--- src/rtl/pd_pkg.sv ---
package pd_pkg;

  typedef enum logic [1:0] {
    PD_IDLE  = 2'd0,
    PD_RUN_A = 2'd1,
    PD_RUN_B = 2'd2
  } pd_state_e;

  localparam int COEF_W = 8;

  // Quarter-unit coefficient, steps of about sqrt(2)
  function automatic logic [COEF_W-1:0] coef_q2(input logic [2:0] code);
    logic [COEF_W-1:0] c;
    case (code)
      3'd0:    c = 8'd22;
      3'd1:    c = 8'd30;
      3'd2:    c = 8'd43;
      3'd3:    c = 8'd61;
      3'd4:    c = 8'd86;
      3'd5:    c = 8'd121;
      3'd6:    c = 8'd171;
      default: c = 8'd242;
    endcase
    return c;
  endfunction

endpackage

--- src/rtl/pd_edge_det.sv ---
module pd_edge_det #(
  parameter int N_CH = 2
) (
  input  logic            clk,
  input  logic            rst_n,
  input  logic [N_CH-1:0] lvl_in,
  output logic [N_CH-1:0] lvl_q,
  output logic [N_CH-1:0] chg
);
  for (genvar i = 0; i < N_CH; i++) begin : g_ch
    always_ff @(posedge clk) begin
      if (!rst_n) lvl_q[i] <= 1'b0;
      else        lvl_q[i] <= lvl_in[i];
    end
    assign chg[i] = lvl_in[i] ^ lvl_q[i];
  end
endmodule

--- src/rtl/pd_interval.sv ---
module pd_interval
  import pd_pkg::*;
#(
  parameter int MIN_CNT = 2,
  parameter int MAX_CNT = 63,
  localparam int CNT_W  = $clog2(MAX_CNT + 1)
) (
  input  logic             clk,
  input  logic             rst_n,
  input  logic [1:0]       lvl_q,
  input  logic [1:0]       chg,
  output logic             done,
  output logic             lead_a,
  output logic [CNT_W-1:0] span
);
  pd_state_e        st, st_n;
  logic [CNT_W-1:0] cnt, cnt_n;
  logic             own_chg, oth_chg;

  always_comb begin
    own_chg = (st == PD_RUN_A) ? chg[0] : chg[1];
    oth_chg = (st == PD_RUN_A) ? chg[1] : chg[0];
  end

  always_comb begin
    st_n  = st;
    cnt_n = cnt;
    done  = 1'b0;
    unique case (st)
      PD_IDLE: begin
        if (lvl_q[0] == lvl_q[1]) begin
          if (chg[0] && !chg[1]) begin
            st_n  = PD_RUN_A;
            cnt_n = CNT_W'(1);
          end else if (chg[1] && !chg[0]) begin
            st_n  = PD_RUN_B;
            cnt_n = CNT_W'(1);
          end
        end
      end
      PD_RUN_A, PD_RUN_B: begin
        if (own_chg) begin
          st_n = PD_IDLE;                       // re-toggle: abnormal
        end else if (oth_chg) begin
          st_n = PD_IDLE;
          done = (cnt >= CNT_W'(MIN_CNT));
        end else if (cnt == CNT_W'(MAX_CNT)) begin
          st_n = PD_IDLE;                       // too long: abnormal
        end else begin
          cnt_n = cnt + CNT_W'(1);
        end
      end
      default: st_n = PD_IDLE;
    endcase
  end

  always_ff @(posedge clk) begin
    if (!rst_n) begin
      st  <= PD_IDLE;
      cnt <= '0;
    end else begin
      st  <= st_n;
      cnt <= cnt_n;
    end
  end

  assign lead_a = (st == PD_RUN_A);
  assign span   = cnt;
endmodule

--- src/rtl/pd_scale.sv ---
module pd_scale
  import pd_pkg::*;
#(
  parameter int CNT_W = 6,
  localparam int PROD_W = CNT_W + COEF_W,
  localparam int OUT_W  = PROD_W + 1
) (
  input  logic [CNT_W-1:0]        span,
  input  logic                    lead_a,
  input  logic [2:0]              coef_sel,
  input  logic [1:0]              range_sel,
  output logic signed [OUT_W-1:0] value
);
  logic [PROD_W-1:0] prod, mag;
  logic signed [OUT_W-1:0] smag;

  always_comb begin
    prod  = PROD_W'(span) * PROD_W'(coef_q2(coef_sel));
    mag   = prod >> range_sel;
    smag  = signed'({1'b0, mag});
    value = lead_a ? smag : -smag;
  end
endmodule

--- src/rtl/pd_tracker.sv ---
module pd_tracker
  import pd_pkg::*;
#(
  parameter int MIN_CNT = 2,
  parameter int MAX_CNT = 63,
  localparam int CNT_W  = $clog2(MAX_CNT + 1),
  localparam int OUT_W  = CNT_W + COEF_W + 1
) (
  input  logic                    clk,
  input  logic                    rst_n,
  input  logic                    pulse_a,
  input  logic                    pulse_b,
  input  logic                    defect,
  input  logic                    enable,
  input  logic [2:0]              coef_sel,
  input  logic [1:0]              range_sel,
  output logic signed [OUT_W-1:0] out_word,
  output logic                    out_valid
);
  logic [1:0]              lvl_q, chg;
  logic                    done, lead_a, force_ref;
  logic [CNT_W-1:0]        span;
  logic signed [OUT_W-1:0] value;

  pd_edge_det #(.N_CH(2)) u_edge (
    .clk(clk), .rst_n(rst_n), .lvl_in({pulse_b, pulse_a}),
    .lvl_q(lvl_q), .chg(chg)
  );

  pd_interval #(.MIN_CNT(MIN_CNT), .MAX_CNT(MAX_CNT)) u_int (
    .clk(clk), .rst_n(rst_n), .lvl_q(lvl_q), .chg(chg),
    .done(done), .lead_a(lead_a), .span(span)
  );

  pd_scale #(.CNT_W(CNT_W)) u_scale (
    .span(span), .lead_a(lead_a), .coef_sel(coef_sel),
    .range_sel(range_sel), .value(value)
  );

  assign force_ref = !enable || defect;

  always_ff @(posedge clk) begin
    if (!rst_n) begin
      out_word  <= '0;
      out_valid <= 1'b0;
    end else if (force_ref) begin
      out_word  <= '0;
      out_valid <= 1'b0;
    end else if (done) begin
      out_word  <= value;
      out_valid <= 1'b1;
    end else begin
      out_valid <= 1'b0;
    end
  end
endmodule

--- config.mk ---
export PLATFORM = sky130hd
export DESIGN_NAME = pd_tracker
export DESIGN_NICKNAME = d
export VERILOG_FILES = /design/src/rtl/pd_pkg.sv /design/src/rtl/pd_edge_det.sv /design/src/rtl/pd_interval.sv /design/src/rtl/pd_scale.sv /design/src/rtl/pd_tracker.sv
export SDC_FILE = /design/constraint.sdc
export NUM_CORES = 1
export LEC_CHECK = 0
export ABC_CLOCK_PERIOD_IN_PS = 11500
export BUFFER_PORTS_ARGS = -buffer_cell sky130_fd_sc_hd__buf_4
export CORE_MARGIN = 8
export CORE_UTILIZATION = 59
export CTS_CLUSTER_DIAMETER = 200
export DETAILED_ROUTE_END_ITERATION = 16
export PLACE_DENSITY = 0.9
export RECOVER_POWER = 50
export SKIP_CTS_REPAIR_TIMING = 1
export SLEW_MARGIN = 20
export SYNTH_ARGS = -nofsm -noshare
export SYNTH_HDL_FRONTEND = slang
export SYNTH_SLANG_ARGS = --single-unit
--- constraint.sdc ---
create_clock -name clk -period 11.5 [get_ports clk]
set_input_delay 0.575 -clock clk [delete_from_list [all_inputs] [get_ports clk]]
set_output_delay 0.575 -clock clk [all_outputs]
set_load 0.02 [all_outputs]
==> out/results.ini, run 1 <==
[synthesis]
syn_area_per_cell_um2=7.94
synth_area_leaders=dfxtp_1, fa_1, ha_1
syn_inst=452
synth_commonest_cells=inv_1, nand2_1, nor2_1
yosysSeqAreaShare=0.145
synth-seq-cells=26
ys.flop_type=dfxtp_1
yosys_warnings=0
synth_most_common_cell=inv_1
synth_top_area_cell=dfxtp_1
netlist_area_um2=3590
synth.top_cell.area_share=0.145
async_flop_share=0
synth_edf_count=0
syn-num-nets=516
synth.distinct_cells=65

[worst_setup_path]
start_kind=input pin
max_stage_delay_ns=0.56
cp.arrival_ns=5.83
cp_max_fo=13
path_buf_inv=3
crit_family=adder cells
r2r_slack_ns=6.23
cp-end-kind=register
worstSetupStartpoint=coef_sel[1]
worstPathRequired_ns=11.67
regToRegEndpoint=out_word[11]
crit_chain=buf_4 -> o21ai_0 -> nor2b_1 -> fa_1 -> fa_1 -> inv_1 -> fa_1 -> inv_1 -> ha_1 -> a21o_1 -> a221oi_2 -> o221ai_1 -> xor2_1 -> mux2i_1 -> a31o_2 -> a21oi_2 -> nor4_1 -> or3_1
path_class=input pin to register
ff2ff_path_depth=16
crit_top_cell=fa_1
slowest_stage=fa_1
r2r_start=u_int.span[1]

[routing]
drt_iter0_drc=256
routedWlPerCell_um=15.9
wl_met2_um=4180
num_vias=3254
dr_wl_met3_um=416
post-route-drc-count=0
vias_per_cell=6.11
route.top_layer_used=met4
wl_met1_um=3730
wirelength_um=8460
antenna_violating_nets_post_route=0
dr.pass1.iters=8

[global_route]
overflow=0
grt_max_degree=27
grt_pass1_vias=3020
grt_usage=0.190
antenna_found_initial=0
grt_pass1_wl_um=14100

[timing]
setup_viol=0
finClkSkew_ns=0.00239
rsz0062_at_grt=no
whs_ns=0.463
fin_crit_sh=0.492
min_period_ns=5.66
finalSetupTns_ns=0
max_freq_mhz=177
hold_violations=0
tightest_slew_ns=0.858
slew_headroom=0.425
finalMaxSlewViolations=0

[floorplanning]
dieArea_um2=8840
dieWidth_um=94
rows=28
dieHeight_um=94
core_area_um2=5890
start_util=0.610
io_pins=27

[cells_and_area]
diodes=0
area_growth_syn_to_layout_pct=5.37
drive_gt1_frac=0.0655
layout.nets=523

[clocking]
h-tree-depth=1
clk_latency_ns=0.28
cts_made_buffers=3
cts.path.max_buffers=2
cts.sinks=26
root_buffer=clkbuf_8
cts_tree=built
path_clk_slew_ns=0.09

[placed_design]
io_buffers=26
dp_hpwl_um=6620
gp_congestion=0.914

[hold_path]
holdPathEnd=out_word[14]
hp-class=register to register
min_from=out_word[14]
hold_depth=2

[run]
cap_violations=0

[power_and_ir_drop]
p_per_area_nw_per_um2=103
peakVddDrop_mv=0.0803
leakage_uw=0.00176
finalPower_uw=390

[status]
status=completed

[registers in the layout (all words and copies together) (netlist names)]
signal	count
u_edge.lvl_q	2
u_int.st	2
out_valid	1
u_int.span	6
out_word	15
[kinds of logic (layout without fill, tap and decap cells)]
group | after synthesis | after routing | synth area share
xor gates and xnor gates | 25 | 25 | 0.0610
and+or+nand+nor | 164 | 164 | 0.238
AOI/OAI and AO/OA | 106 | 106 | 0.212
adders and majority gates | 53 | 53 | 0.237
buffers and inverters | 70 | 76 | 0.0781
muxes | 8 | 8 | 0.0293
DFF | 26 | 26 | 0.145
[placed cells by master (no fill, tap or decap), drive strengths merged, types with 5 or more instances in the layout]
| cell | n |
|---|---|
| a21oi | 24 |
| dfxtp | 26 |
| clkbuf | 20 |
| mux2i | 7 |
| xnor2 | 10 |
| o21ai | 20 |
| buf | 10 |
| nand3 | 7 |
| nor2b | 12 |
| ha | 28 |
| nor3 | 8 |
| a211oi | 16 |
| nor2 | 37 |
| fa | 25 |
| nand2 | 38 |
| nand4 | 8 |
| xor2 | 15 |
| a21o | 6 |
| and3 | 18 |
| and2 | 18 |
| inv | 45 |
| o211ai | 5 |
[metal layers]
metal	GRT usage	vias up
met5	0	-
met4	0.0489	0
met3	0.0280	14
met2	0.337	111
met1	0.234	1537
li1	-	1592
[tightest hold or removal path, stage by stage (launching register included)]
cell and delay, ns:
dfxtp_1 0.32, nand2_1 0.05, a21oi_1 0.05
[where the power goes]
part           total (uW)  switching (uW)  internal, uW
clock                77.9            31.2          46.6
sequential            103            8.72          94.2
combinational         209             126          82.8
total                 390             166           224
[how the worst max path moves through the flow]
stage                         endpoint  slack (ns)  cells past startpoint
after floorplan           out_word[11]        6.09                     20
after global placement    out_word[13]        5.68                     18
after detailed placement  out_word[11]        5.57                     20
after CTS                 out_word[11]        5.86                     20
after global routing      out_word[11]        5.53                     20
final                     out_word[11]        5.84                     18
[per-stage QoR]
stage | instance area, um^2 | worst slack, ns | utilization | cells
6_report | 3780 | 5.84 | 0.643 | 533
5_1_grt | 3780 | 5.53 | 0.643 | 533
3_5_place_dp | 3770 | 5.57 | 0.641 | 529
2_1_floorplan | 3590 | 6.09 | - | 452
4_1_cts | 3850 | 5.86 | 0.653 | 533
3_3_place_gp | 3770 | 5.68 | 0.641 | 529
[area by class of cell]
class                   instances  area (um^2)
multi-input cells             356         2790
fillers                       507         2100
flip-flops and latches         26          520
inverters                      45          169
repair buffers                 27          139
well taps                      75         93.8
clock buffers                   3         41.3
clock inverters                 1         30.0
Power figures use the tool's default switching activity.
==> inputs of run 2 (changes only) <==
--- a/config.mk
+++ b/config.mk
@@ -5,7 +5,8 @@
 export SDC_FILE = /design/constraint.sdc
 export NUM_CORES = 1
 export LEC_CHECK = 0
-export ABC_CLOCK_PERIOD_IN_PS = 11500
+export ABC_AREA = 1
+export ABC_CLOCK_PERIOD_IN_PS = 5500
 export BUFFER_PORTS_ARGS = -buffer_cell sky130_fd_sc_hd__buf_4
 export CORE_MARGIN = 8
 export CORE_UTILIZATION = 59
==> constraint.sdc (replaced) <==
create_clock -name clk -period 5.5 [get_ports clk]
set_input_delay 0.275 -clock clk [delete_from_list [all_inputs] [get_ports clk]]
set_output_delay 0.275 -clock clk [all_outputs]
set_load 0.02 [all_outputs]
==> run 2 against run 1 <==
  * Wire length decreased by 4.5%
  * Total power increased by 130%
  * Flip-flop and latch count unchanged
  * Global-route usage about the same
  * Clock power increased by 60%
  * Largest cell class unchanged
  * Largest power group unchanged
  * Highest routed layer unchanged
==> out/results.ini, run 2 <==
[status]
status=completed

[floorplanning]
io_pins=27  ; unchanged
dieWidth_um=94.5  ; +0.55%
rows=28  ; unchanged
dieArea_um2=8930  ; +1.1%
dieHeight_um=94.5  ; +0.55%
start_util=0.611  ; +0.000808
core_area_um2=5960  ; +1.2%

[routing]
vias_per_cell=5.40  ; -12%
routedWlPerCell_um=12.2  ; -23%
drt_iter0_drc=174  ; -32%
wirelength_um=8080  ; -4.5%
post-route-drc-count=0  ; unchanged
dr.pass1.iters=4  ; -4
antenna_violating_nets_post_route=0  ; unchanged
num_vias=3565  ; +9.6%

[timing]
hold_violations=0  ; unchanged
finalMaxSlewViolations=0  ; unchanged
finClkSkew_ns=0.00294  ; +0.000544 ns
rsz0062_at_grt=no
max_freq_mhz=221
slew_headroom=0.510  ; +0.0853
setup_ws_ns=0.983  ; -4.86 ns
finalSetupTns_ns=0  ; unchanged
min_period_ns=4.52
fin_crit_sh=0.821
tightest_slew_ns=0.731  ; -0.127 ns
setup_viol=0  ; unchanged

[synthesis]
synth_fa_ha_area_frac=0.234  ; -0.00310
syn_inst=563  ; +25%
synth-seq-cells=26  ; unchanged
ys.flop_type=dfxtp_1
syn_area_per_cell_um2=6.46  ; -19%
netlist_area_um2=3640  ; +1.3%
synth_top_family_by_area=simple AND/OR/NAND/NOR gates
synth_most_common_cell=nand2_1
async_flop_share=0  ; unchanged
yosys_warnings=0  ; unchanged
synth_area_leaders=dfxtp_1, fa_1, nand2_1
yosysSeqAreaShare=0.143  ; -0.00190
synth_edf_count=0  ; unchanged
synth_top_area_cell=dfxtp_1
synth-compound-area-share=0.0891  ; -0.122
synth_commonest_cells=nand2_1, inv_1, nor2_1
synth-xor-area-share=0.0213  ; -0.0397
synth.top_cell.area_share=0.143  ; -0.00190
synthSimpleGateAreaFrac=0.390  ; +0.152
syn-num-nets=627  ; +22%
synth.distinct_cells=41  ; -37%
synth.area.mux_share=0  ; -0.0293

[global_route]
grt_usage=0.190  ; about the same
grt_max_degree=29  ; +7.4%
overflow=0  ; unchanged
antenna_found_initial=0  ; unchanged
grt_pass1_vias=3518  ; +16%
grt_pass1_wl_um=14400  ; +2.4%

[clocking]
path_clk_slew_ns=0.09  ; about the same
cts_made_buffers=3  ; unchanged
cts.path.max_buffers=2  ; unchanged
root_buffer=clkbuf_8
clk_latency_ns=0.27  ; about the same
cts.sinks=26  ; unchanged
cts_tree=built
h-tree-depth=1  ; unchanged

[cells_and_area]
final_cell_mix=nand2_1, inv_1, nor2_1, nand3_1, ha_1
drive_gt1_frac=0.0957  ; +0.0302
mostFrequentLayoutCell=nand2_1
regMostFlops=out_word
layout.nets=650  ; +24%
area_growth_syn_to_layout_pct=6.60
largest_reg_flops=15  ; unchanged
diodes=0  ; unchanged

[run]
cap_violations=0  ; unchanged

[worst_setup_path]
cp_max_fo=8  ; -5
cp.arrival_ns=4.68  ; -1.15 ns
worstPathRequired_ns=5.66  ; -6.01 ns
crit_top_cell=nand2_1
start_kind=input pin
max_stage_delay_ns=0.54  ; -0.02 ns
slowest_stage=fa_1
cp-end-kind=register
path_class=input pin to register

[power_and_ir_drop]
p_per_area_nw_per_um2=227  ; +120%
peakVddDrop_mv=0.268  ; +230%
leakage_uw=0.00206  ; +17%

[placed_design]
dp_hpwl_um=6730  ; +1.6%
pre_cts_ws_ns=0.712  ; -4.86 ns
gp_congestion=0.921  ; +0.79%
io_buffers=26  ; unchanged

[hold_path]
hp-class=input pin to register

-- run 2: path summary, 6_finish.rpt --
check / from / endpoint / slack (ns) / cells past startpoint
setup / recovery: coef_sel[1] / out_word[10] / 0.98 / 26
hold / removal: pulse_a / u_edge.lvl_q[0] / 0.20 / 3
setup reg to reg: u_int.span[5] / out_word[10] / 1.02 / 21
hold reg to reg: out_word[14] / out_word[14] / 0.48 / 2
-- run 2: cell families after synthesis --
group	Yosys count
and+or+nand+nor	308
AOI/OAI and AO/OA	55
xor gates and xnor gates	8
DFF	26
buffers and inverters	113
adders and majority gates	53
-- run 2: power by group --
group	internal [uW]	switching (uW)
Combinational	184	354
Sequential	204	12.9
Clock	64.1	60.8
Total	452	428
-- run 2: area by class of cell --
cell class              instances  area (um^2)
multi-input cells             424         2680
well taps                      75         93.8
fillers                       553         2080
flip-flops and latches         26          520
inverters                     103          387
clock buffers                   4         55.1
repair buffers                 28          146
-- run 2: metrics by stage --
step	utilization	instance area, um^2	std cells	hold slack, ns	total power, uW
global placement	0.652	3880	656	0.453	738
floorplan	-	3640	563	0.368	660
global route	0.651	3880	660	0.212	969
finish	0.651	3880	660	0.198	880
CTS	0.661	3940	660	0.198	883
detailed placement	0.652	3880	656	0.467	758
-- run 2: layer usage --
layer | global-route usage | routed length (um)
met1 | 0.219 | 3550
met2 | 0.356 | 4020
met5 | 0 | 0
met3 | 0.0286 | 360
met4 | 0.0481 | 143
-- run 2: critical path, delay by kind of cell --
kind | cells | cell delay, ns
AO/OA/AOI/OAI | 2 | 0.27
XOR/XNOR | 1 | 0.15
adder cells (fa/ha/maj) | 4 | 1.93
buffers and inverters | 4 | 0.30
AND/OR/NAND/NOR | 15 | 1.74
